==> src/rtl/spi_qf_pkg.sv <==
package spi_qf_pkg;
  localparam int NFLAG   = 4;
  localparam int FL_TCF  = 0;
  localparam int FL_EOQ  = 1;
  localparam int FL_TXUF = 2;
  localparam int FL_RXOF = 3;
  localparam int SRC_TXNF = 4;
  localparam int SRC_RXNE = 5;
  localparam int NSRC     = 6;
endpackage

==> src/rtl/spi_qf_fifo.sv <==
module spi_qf_fifo #(
  parameter int W     = 16,
  parameter int DEPTH = 16,
  localparam int PW   = (DEPTH > 1) ? $clog2(DEPTH) : 1,
  localparam int CW   = $clog2(DEPTH + 1)
) (
  input  logic          clk,
  input  logic          rst_n,
  input  logic          bypass,
  input  logic          ovw_en,
  input  logic          push,
  input  logic [W-1:0]  wdata,
  input  logic          pop,
  output logic [W-1:0]  rdata,
  output logic          full,
  output logic          empty,
  output logic [CW-1:0] count,
  output logic [PW-1:0] rptr,
  output logic [PW-1:0] wptr
);
  logic [W-1:0]  mem [DEPTH];
  logic [CW-1:0] cap;
  logic          do_push, do_ovw, do_pop;

  function automatic logic [PW-1:0] ptr_inc(input logic [PW-1:0] p);
    return (p == PW'(DEPTH - 1)) ? '0 : p + PW'(1);
  endfunction

  assign cap     = bypass ? CW'(1) : CW'(DEPTH);
  assign full    = (count >= cap);
  assign empty   = (count == '0);
  assign do_pop  = pop && !empty;
  assign do_push = push && (!full || (ovw_en && do_pop));
  assign do_ovw  = push && full && ovw_en && !do_pop;
  assign rdata   = mem[rptr];

  always_ff @(posedge clk) begin
    if (do_push) mem[wptr] <= wdata;
    else if (do_ovw) mem[rptr] <= wdata;
  end

  always_ff @(posedge clk) begin
    if (!rst_n) begin
      count <= '0;
      rptr  <= '0;
      wptr  <= '0;
    end else begin
      count <= count + CW'(do_push) - CW'(do_pop);
      if (do_push) wptr <= ptr_inc(wptr);
      if (do_pop)  rptr <= ptr_inc(rptr);
    end
  end


  count_bound_chk: assert property (@(posedge clk) disable iff (!rst_n)
    count <= CW'(DEPTH));


  full_hold_chk: assert property (@(posedge clk) disable iff (!rst_n)
    (push && full && !pop) |=> (count == $past(count)));


  ptr_dist_chk: assert property (@(posedge clk) disable iff (!rst_n)
    ((int'(wptr) - int'(rptr) + DEPTH) % DEPTH) == (int'(count) % DEPTH));
endmodule

==> src/rtl/spi_qf_flags.sv <==
module spi_qf_flags
  import spi_qf_pkg::*;
(
  input  logic             clk,
  input  logic             rst_n,
  input  logic [NFLAG-1:0] evt,
  input  logic             clr_valid,
  input  logic [NFLAG-1:0] clr_mask,
  input  logic             tx_nf,
  input  logic             rx_ne,
  input  logic [NSRC-1:0]  irq_en,
  input  logic             dma_tx_sel,
  input  logic             dma_rx_sel,
  output logic [NFLAG-1:0] flags,
  output logic             irq,
  output logic             overrun,
  output logic             dma_tx_req,
  output logic             dma_rx_req
);
  logic [NSRC-1:0] src;

  for (genvar i = 0; i < NFLAG; i++) begin : g_flag
    always_ff @(posedge clk) begin
      if (!rst_n)                        flags[i] <= 1'b0;
      else if (evt[i])                   flags[i] <= 1'b1;
      else if (clr_valid && clr_mask[i]) flags[i] <= 1'b0;
    end


    set_wins_chk: assert property (@(posedge clk) disable iff (!rst_n)
      evt[i] |=> flags[i]);


    w1c_chk: assert property (@(posedge clk) disable iff (!rst_n)
      (clr_valid && clr_mask[i] && !evt[i]) |=> !flags[i]);
  end

  assign src[NFLAG-1:0] = flags;
  assign src[SRC_TXNF]  = tx_nf && !dma_tx_sel;
  assign src[SRC_RXNE]  = rx_ne && !dma_rx_sel;
  assign irq        = |(src & irq_en);
  assign overrun    = flags[FL_TXUF] | flags[FL_RXOF];
  assign dma_tx_req = tx_nf && dma_tx_sel;
  assign dma_rx_req = rx_ne && dma_rx_sel;
endmodule

==> src/rtl/spi_qfifo_flags.sv <==
module spi_qfifo_flags
  import spi_qf_pkg::*;
#(
  parameter int DW    = 16,
  parameter int DEPTH = 16,
  localparam int PW   = (DEPTH > 1) ? $clog2(DEPTH) : 1,
  localparam int CW   = $clog2(DEPTH + 1)
) (
  input  logic             clk,
  input  logic             rst_n,
  input  logic             cfg_slave,
  input  logic             cfg_bypass,
  input  logic             htx_valid,
  output logic             htx_ready,
  input  logic [DW-1:0]    htx_data,
  input  logic             htx_last,
  output logic             hrx_valid,
  input  logic             hrx_ready,
  output logic [DW-1:0]    hrx_data,
  output logic             stx_valid,
  input  logic             stx_ready,
  output logic [DW-1:0]    stx_data,
  output logic             stx_last,
  input  logic             srx_valid,
  output logic             srx_ready,
  input  logic [DW-1:0]    srx_data,
  input  logic             frame_done,
  input  logic             clr_valid,
  input  logic [NFLAG-1:0] clr_mask,
  input  logic [NSRC-1:0]  irq_en,
  input  logic             dma_tx_sel,
  input  logic             dma_rx_sel,
  output logic [NFLAG-1:0] stat_flags,
  output logic             tx_not_full,
  output logic             rx_not_empty,
  output logic             overrun,
  output logic             irq,
  output logic             dma_tx_req,
  output logic             dma_rx_req,
  output logic [CW-1:0]    tx_count,
  output logic [PW-1:0]    tx_rptr,
  output logic [PW-1:0]    tx_wptr,
  output logic [CW-1:0]    rx_count,
  output logic [PW-1:0]    rx_rptr,
  output logic [PW-1:0]    rx_wptr
);
  logic [DW:0]      tx_rd;
  logic             tx_full, tx_empty, tx_pop;
  logic             rx_full, rx_empty, rx_pop;
  logic             cur_last;
  logic [NFLAG-1:0] evt;

  spi_qf_fifo #(.W(DW + 1), .DEPTH(DEPTH)) u_txq (
    .clk(clk), .rst_n(rst_n), .bypass(cfg_bypass), .ovw_en(cfg_bypass),
    .push(htx_valid), .wdata({htx_last, htx_data}), .pop(tx_pop),
    .rdata(tx_rd), .full(tx_full), .empty(tx_empty),
    .count(tx_count), .rptr(tx_rptr), .wptr(tx_wptr));

  spi_qf_fifo #(.W(DW), .DEPTH(DEPTH)) u_rxq (
    .clk(clk), .rst_n(rst_n), .bypass(cfg_bypass), .ovw_en(1'b0),
    .push(srx_valid), .wdata(srx_data), .pop(rx_pop),
    .rdata(hrx_data), .full(rx_full), .empty(rx_empty),
    .count(rx_count), .rptr(rx_rptr), .wptr(rx_wptr));

  assign htx_ready    = !tx_full || cfg_bypass;
  assign stx_valid    = !tx_empty;
  assign stx_data     = stx_valid ? tx_rd[DW-1:0] : '0;
  assign stx_last     = stx_valid && tx_rd[DW];
  assign tx_pop       = stx_valid && stx_ready;
  assign hrx_valid    = !rx_empty;
  assign rx_pop       = hrx_valid && hrx_ready;
  assign srx_ready    = !rx_full;
  assign tx_not_full  = !tx_full;
  assign rx_not_empty = !rx_empty;

  always_ff @(posedge clk) begin
    if (!rst_n)          cur_last <= 1'b0;
    else if (tx_pop)     cur_last <= tx_rd[DW];
    else if (frame_done) cur_last <= 1'b0;
  end

  assign evt[FL_TCF]  = frame_done;
  assign evt[FL_EOQ]  = frame_done && cur_last;
  assign evt[FL_TXUF] = cfg_slave && stx_ready && tx_empty;
  assign evt[FL_RXOF] = srx_valid && rx_full;

  spi_qf_flags u_flags (
    .clk(clk), .rst_n(rst_n), .evt(evt), .clr_valid(clr_valid),
    .clr_mask(clr_mask), .tx_nf(tx_not_full), .rx_ne(rx_not_empty),
    .irq_en(irq_en), .dma_tx_sel(dma_tx_sel), .dma_rx_sel(dma_rx_sel),
    .flags(stat_flags), .irq(irq), .overrun(overrun),
    .dma_tx_req(dma_tx_req), .dma_rx_req(dma_rx_req));


  under_slave_only_chk: assert property (@(posedge clk) disable iff (!rst_n)
    $rose(stat_flags[FL_TXUF]) |-> $past(cfg_slave));


  rx_drop_chk: assert property (@(posedge clk) disable iff (!rst_n)
    (srx_valid && !srx_ready && !rx_pop) |=> (rx_count == $past(rx_count)));


  eoq_src_chk: assert property (@(posedge clk) disable iff (!rst_n)
    $rose(stat_flags[FL_EOQ]) |-> $past(frame_done));


  under_zero_chk: assert property (@(posedge clk) disable iff (!rst_n)
    !stx_valid |-> (stx_data == '0));
endmodule

==> config.mk <==
export PLATFORM = sky130hd
export DESIGN_NAME = spi_qfifo_flags
export DESIGN_NICKNAME = d
export VERILOG_FILES = /design/src/rtl/spi_qf_pkg.sv /design/src/rtl/spi_qf_fifo.sv /design/src/rtl/spi_qf_flags.sv /design/src/rtl/spi_qfifo_flags.sv
export SDC_FILE = /design/constraint.sdc
export NUM_CORES = 1
export LEC_CHECK = 0
export BUFFER_PORTS_ARGS = -buffer_cell sky130_fd_sc_hd__buf_2
export CAP_MARGIN = 20
export CORE_ASPECT_RATIO = 1.25
export CORE_UTILIZATION = 39
export CTS_CLUSTER_DIAMETER = 60
export DETAILED_ROUTE_END_ITERATION = 10
export GPL_TIMING_DRIVEN = 0
export PLACE_DENSITY = 0.65
export RECOVER_POWER = 25
export SLEW_MARGIN = 0
export SYNTH_ARGS = -nofsm -noshare
export SYNTH_HDL_FRONTEND = slang
export SYNTH_SLANG_ARGS = --single-unit
==> constraint.sdc <==
create_clock -name clk -period 8.6 [get_ports clk]
set_clock_uncertainty 0.1 [all_clocks]
set_input_delay 1.72 -clock clk [delete_from_list [all_inputs] [get_ports clk]]
set_output_delay 1.72 -clock clk [all_outputs]
set_load 0.02 [all_outputs]
==> results of run 1 <==
-- worst reg2reg max path: stages (launching register included) --
cell      delay [ns]
dfxtp_1         0.34
inv_1           0.12
ha_1            0.18
or4b_1          0.53
and2_1          0.20
clkbuf_1        0.17
ha_1            0.32
inv_1           0.04
ha_1            0.20
fa_1            0.43
a21oi_1         0.15
nor2_1          0.06
or3_1           0.33
and3_1          0.17
-- cell families after synthesis --
family	share of synthesized area
fa+ha+maj	0.0169
mux	0.170
simple gates	0.0327
xor+xnor	0.00314
compound gates	0.0179
flops	0.746
buf+inv	0.0137
-- report_power, final --
part	total, W	switching (W)	internal [W]	leakage (nW)
sequential	0.00323	0.0000683	0.00316	5.08
clock	0.00232	0.000998	0.00133	0.849
combinational	0.00158	0.000910	0.000666	2.46
-- area by class of cell --
cell class	instances	area [sq um]
buffer	50	211
fill	4694	30200
clock inverter	31	304
tap	742	928
timing repair buffer	151	1080
inverter	24	95.1
sequential	567	16600
multi-input combinational	420	5410
clock buffer	68	1430
-- sequential cells by signal, summed over array words and instances, names as in the netlist, named ones only --
register and flops:
cur_last 1, u_rxq.wptr 4, u_rxq.mem 256, u_rxq.count 5, u_rxq.rptr 4, u_txq.mem 272, u_txq.rptr 4, u_txq.wptr 4
u_txq.count 5, u_flags.flags 4
-- metrics by stage --
stage / util / hold WS (ns) / power (W) / instance area (sq um) / setup slack [ns]
final: 0.463 / 0.418 / 0.00713 / 26100 / 3.43
after global routing: 0.463 / 0.447 / 0.00741 / 26100 / 3.24
after CTS: 0.462 / 0.417 / 0.00721 / 26000 / 3.32
after detailed placement: 0.431 / 0.405 / 0.00489 / 24300 / 3.56
after global placement: 0.424 / 0.396 / 0.00485 / 23900 / 2.03
after floorplan: - / 0.375 / 0.00436 / 22300 / 3.73
-- cell usage after synthesis, types with 2 or more instances --
library cell and number:
and3_1 16, nor2_1 30, xnor2_1 4, or3_1 3, inv_1 22, and2_1 15
nand2b_1 3, nand2_1 28, a31oi_1 3, o21ai_0 9, buf_1 6, buf_2 16
fa_1 2, a32oi_1 5, a22oi_1 3, xor2_1 4, o22ai_1 16, mux2i_1 42
mux4_2 148, nand4_1 2, dfxtp_1 39, nand3_1 4, nor2b_1 18, nand3b_1 3
nor3b_1 2, a311oi_1 2, or2_2 2, clkbuf_1 27, a21oi_1 8, a21boi_0 5
nand4b_1 2, ha_1 27, edfxtp_1 528
-- worst max path at each step --
stage	end	slack, ns	depth (start not counted)
after floorplan	u_rxq.mem[7][0]$_DFFE_PP_	3.73	8
after global placement	u_rxq.mem[7][11]$_DFFE_PP_	2.03	9
after detailed placement	irq	3.56	7
after CTS	stx_data[8]	3.32	6
after global routing	stx_data[14]	3.24	10
final	stx_data[14]	3.43	10
-- per-layer routing --
| layer | share of wire | up-vias |
|---|---|---|
| met1 | 0.39 | 5703 |
| met4 | 0.028 | 2 |
| met3 | 0.035 | 96 |
| li1 | - | 4780 |
| met5 | 0.00025 | - |
| met2 | 0.55 | 276 |
==> out/metrics.yaml, run 1 <==
yosysSeqAreaShare: 0.746
period_share: 0.601
worstPathCellList: "inv_1 -> ha_1 -> nor2b_4 -> nor3b_4 -> inv_2 -> nand2b_1 -> clkbuf_1 -> clkbuf_1 -> o22ai_1 -> buf_2"
rr_worst_depth: 13
ys_types: 50
final_antenna_net_count: 0
cts_setup_buffers: 0
grt-busiest-layer: "met2"
p_per_area_nw_per_um2: 273
cp.required_ns: 6.78
worstHoldEndpoint: "cur_last$_SDFFE_PN0P_"
io_pins: 128
via_count: 10900
grt_antenna_before_repair: 1
hold_buffers: 0
critPathBufInv: 5
core_sq_um: 56300
cp_max_fo: 10
area_delta_synth_final_pct: 17.0
final_common_cell: "edfxtp_1"
synth_area_leader_cell: "edfxtp_1"
cp_slowest_cell: "clkbuf_1"
synth_edf_count: 528
clock_latency_ns: 0.60
worstPathArrival_ns: 3.35
io_buffers: 126
num_rows: 97
ir_drop_mv: 0.214
synthCells: 1061
ys.flop_type: "edfxtp_1"
avgSynthCellArea_sq_um: 21.0
tightest_slew_ns: 1.12
dieArea_sq_um: 58100
reg2reg_slack_ns: 5.14
clock_path_buffers: 3
wl_mm: 48.5
grt.met2_usage: 0.322
drc: 0
cts.clk_slew.worst_paths_ns: 0.06
drt_iter0_markers: 777
grt_pass1_vias: 11700
grt_usage: 0.170
h-tree-depth: 2
slew_headroom: 0.251
stdcell_count: 2053
dr.pass1.iters: 5
chipWidth_um: 216
fmax_mhz: 193
drive_gt1_frac: 0.304
grt_max_degree: 17
hold_depth: 2
diodes: 0
yosysTopAreaCellShare: 0.711
hold_viol_final: 0
layout_common_cells: "edfxtp_1, mux4_2, buf_2"
ys_warn_count: 0
r2r-end: "u_rxq.count[4]$_SDFF_PN0_"
syn_nets: 1145
leakage_nw: 8.39
setup_viol: 0
gp_congestion: 0.799
synthArstFlopShare: 0
cts_sinks: 567
numCtsBuffers: 54
fin_crit_ns: 5.17
dpl.cell_count: 1950
cts_tree: "yes"
fin_setup_tns_ns: 0
wire_per_inst_um: 23.6
netlist_area_sq_um: 22300
worst-setup-path-type: "reg -> out"
endpoint_kind: "output pin"
maxCapViolCount: 0
root_buffer: "clkbuf_16"
grt.met3_usage: 0.0234
crit_family: "buffers and inverters"
nets: 1352
start_util: 0.396
synth.area.top_cells: "edfxtp_1, mux4_2, dfxtp_1, mux2i_1, ha_1"
status: "complete, no violations"
routed_via_density: 5.29
hpwl_mm: 32.1
min_from: "cur_last$_SDFFE_PN0P_"
start_kind: "flip-flop"
use_met1: 0.194
fp.dieH_um: 269
overflow: 0
slowest_delay_ns: 0.56
cpMostUsedCell: "clkbuf_1"
slew_violations: 0
r2r_start: "u_rxq.count[2]$_SDFF_PN0_"
ys_ff_latch: 567
critPathLaunch: "u_txq.count[2]$_SDFF_PN0_"
grt_pass1_wl_mm: 73.1
cts_resized: 0
rsz0062_at_grt: "false"
hold_path.class: "reg -> reg"
(Power assumes the default switching activity.)
==> run 2: changes to the inputs <==
- ABC_AREA: not set -> 1
- clock period: 8.6 -> 5 ns (I/O delays scaled with it)
==> run 2 against run 1 <==
Compared with the run above: the flow now finishes with violations (DRC); worst setup slack lost 2.4 ns; die area grew 4.1%; synthesized area is 4.1% higher; global-route usage grew 4.0 points; sequential share of layout area down 2.9 points; clock power rose by 90%; critical path depth decreased by 3; core utilization grew 0.29 points; via count is 49% higher; clock-buffer cell count increased by 6.
==> out/metrics.yaml, run 2 <==
yosysSeqAreaShare: 0.717
hold_viol_final: 0
overflow: 0
synthTopCellsByCount: "edfxtp_1, nand2_1, nor2_1"
final_antenna_net_count: 0
ys_warn_count: 0
cts_sinks: 567
period_share: 0.800
grt-busiest-layer: "met2"
fin_setup_tns_ns: 0
p_sw_w: 0.00455
start_util: 0.396
r2r-end: "u_txq.mem[6][9]$_DFFE_PP_"
synth_edf_count: 528
finalWorstSetupSlack_ns: 0.999
maxCapViolCount: 0
seqCellArea_sq_um: 16600
seq_power_share: 0.408
ys_types: 35
synthArstFlopShare: 0
via_count: 16200
syn_nets: 2050
rr_worst_depth: 12
worst-setup-path-type: "reg -> out"
p_sw_frac: 0.334
min_from: "cur_last$_SDFFE_PN0P_"
slew_violations: 0
fp.dieH_um: 275
leakage_nw: 9.68
chipWidth_um: 220
violations: "DRC"
largest_register_ff_count: 272
fin_crit_ns: 4.00
root_buffer: "clkbuf_16"
drt_iter0_markers: 1602
internal_power_w: 0.00906
dieArea_sq_um: 60500
area_delta_synth_final_pct: 17.7
cp_slowest_cell: "clkbuf_1"
yosysTopAreaCellShare: 0.683
io_pins: 128
drc: 6
dpl.cell_count: 2882
io_buffers: 127
numCtsBuffers: 56
cts_tree: "yes"
grt_pass1_vias: 15900
grt_pass1_wl_mm: 95.2
num_rows: 99
grt_max_degree: 17
hold_path.class: "reg -> reg"
grt_antenna_before_repair: 0
power_frac_clock: 0.324
worstPathArrival_ns: 2.90
slowest_delay_ns: 0.57
cp.required_ns: 3.90
multiInputGateArea_sq_um: 5910
core_sq_um: 58600
cts.clk_slew.worst_paths_ns: 0.06
fill_cells: 5247
slew_headroom: 0.464
hold_depth: 2
post-synth-top-count-cell: "edfxtp_1"
post-place-ws_ns: 1.18
combPwrFrac: 0.268
worstHoldEndpoint: "u_flags.flags[1]$_SDFFE_PN0P_"
cts_resized: 0
hold_buffers: 0
largestRegisters: "u_txq.mem: 272 flops, u_rxq.mem: 256 flops"
rsz0062_at_grt: "false"
nets: 2267
h-tree-depth: 2
routed_via_density: 5.42
avgSynthCellArea_sq_um: 11.8
wl_mm: 63.8
synth_area_leader_cell: "edfxtp_1"
reg2reg_slack_ns: 1.91
dr.pass1.iters: 8
start_kind: "flip-flop"
gp_congestion: 0.863
fmax_mhz: 250
wire_per_inst_um: 21.4
ys.flop_type: "edfxtp_1"
worstPathCellList: "buf_2 -> clkbuf_1 -> o21ai_0 -> o211ai_1 -> o211ai_1 -> nand2_1 -> buf_2"
tightest_slew_ns: 0.805
ys_ff_latch: 567
hpwl_mm: 44.7
r2r_start: "u_txq.count[1]$_SDFF_PN0_"
netlist_area_sq_um: 23200
synth.area.top_cells: "edfxtp_1, nand2_1, nor2_1, nand3_1, dfxtp_1"
clock_path_buffers: 3
cp_max_fo: 10
stdcell_count: 2987
status: "complete, but fails checks"
use_met1: 0.245
regMostFlops: "u_txq.mem"
final_common_cell: "edfxtp_1"
clock_latency_ns: 0.62
grt.met2_usage: 0.380
endpoint_kind: "output pin"
p_per_area_nw_per_um2: 498
synthCells: 1966
grt_usage: 0.210
ir_drop_mv: 0.339
grt.met3_usage: 0.0311
drive_gt1_frac: 0.139
setup_viol: 0
cts_setup_buffers: 0
layout_common_cells: "edfxtp_1, nand2_1, nor2_1"
[run 2: final cells by class]
type                       count  share of cell area
antenna                        1           0.0000916
clock buffer                  74              0.0556
clock inverter                30              0.0153
inverter                      63             0.00866
multi-input combinational   1225               0.216
timing repair buffer         159              0.0415
buffer                       111              0.0187
sequential                   567               0.609
tap                          757              0.0347
[run 2: worst max path at each step]
| stage | startpoint | slack, ns | depth (start not counted) | to |
|---|---|---|---|---|
| after floorplan | cfg_bypass | 1.60 | 10 | u_txq.mem[0][0]$_DFFE_PP_ |
| after global placement | cfg_bypass | 0.43 | 11 | u_txq.mem[15][11]$_DFFE_PP_ |
| after detailed placement | cfg_bypass | 1.18 | 12 | u_txq.mem[6][11]$_DFFE_PP_ |
| after CTS | u_txq.count[3]$_SDFF_PN0_ | 0.95 | 9 | stx_data[6] |
| after global routing | u_txq.count[3]$_SDFF_PN0_ | 0.82 | 9 | stx_data[6] |
| final | flip-flop | 1.0 | 7 | hrx_data[5] |
[run 2: critical path, delay by kind of cell, from the launching register on]
kind / cells / cell delay, ns
AO/OA/AOI/OAI: 3 / 0.69
buffers and inverters: 3 / 1.04
flip-flops: 1 / 0.38
AND/OR/NAND/NOR: 1 / 0.18
[run 2: logic make-up (layout without fill, tap and decap cells)]
group                      count (synthesis)  in the layout  share of synthesized area
DFF                                      567            567                      0.717
and+or+nand+nor                          843            843                      0.148
buffers and inverters                    174            437                     0.0322
AOI/OAI and AO/OA                        346            346                     0.0847
xor gates and xnor gates                   7              7                    0.00264
adders and majority gates                 29             29                     0.0163
other                                      0              1                          0
[run 2: power by group through the flow]
stage	Combinational, W	Clock, W	Sequential, W
finish	0.00365	0.00440	0.00555
detailed placement	0.00363	0	0.00565
floorplan	0.00219	0	0.00569
global placement	0.00349	0	0.00565
global route	0.00398	0.00464	0.00557
CTS	0.00364	0.00447	0.00555
[run 2: stage by stage]
stage,total power [W],cell area (sq um),hold slack (ns),utilization
floorplan,0.00789,23200,0.336,-
global placement,0.00914,24800,0.354,0.423
detailed placement,0.00928,25400,0.364,0.434
CTS,0.0137,27300,0.373,0.467
global route,0.0142,27300,0.382,0.466
finish,0.0136,27300,0.372,0.466
[run 2: routing by layer]
layer  up-vias  wire, um
li1       7419         -
met1      7878     23800
met2       704     33000
met3       182      4200
met4         0      2840
met5         -         0
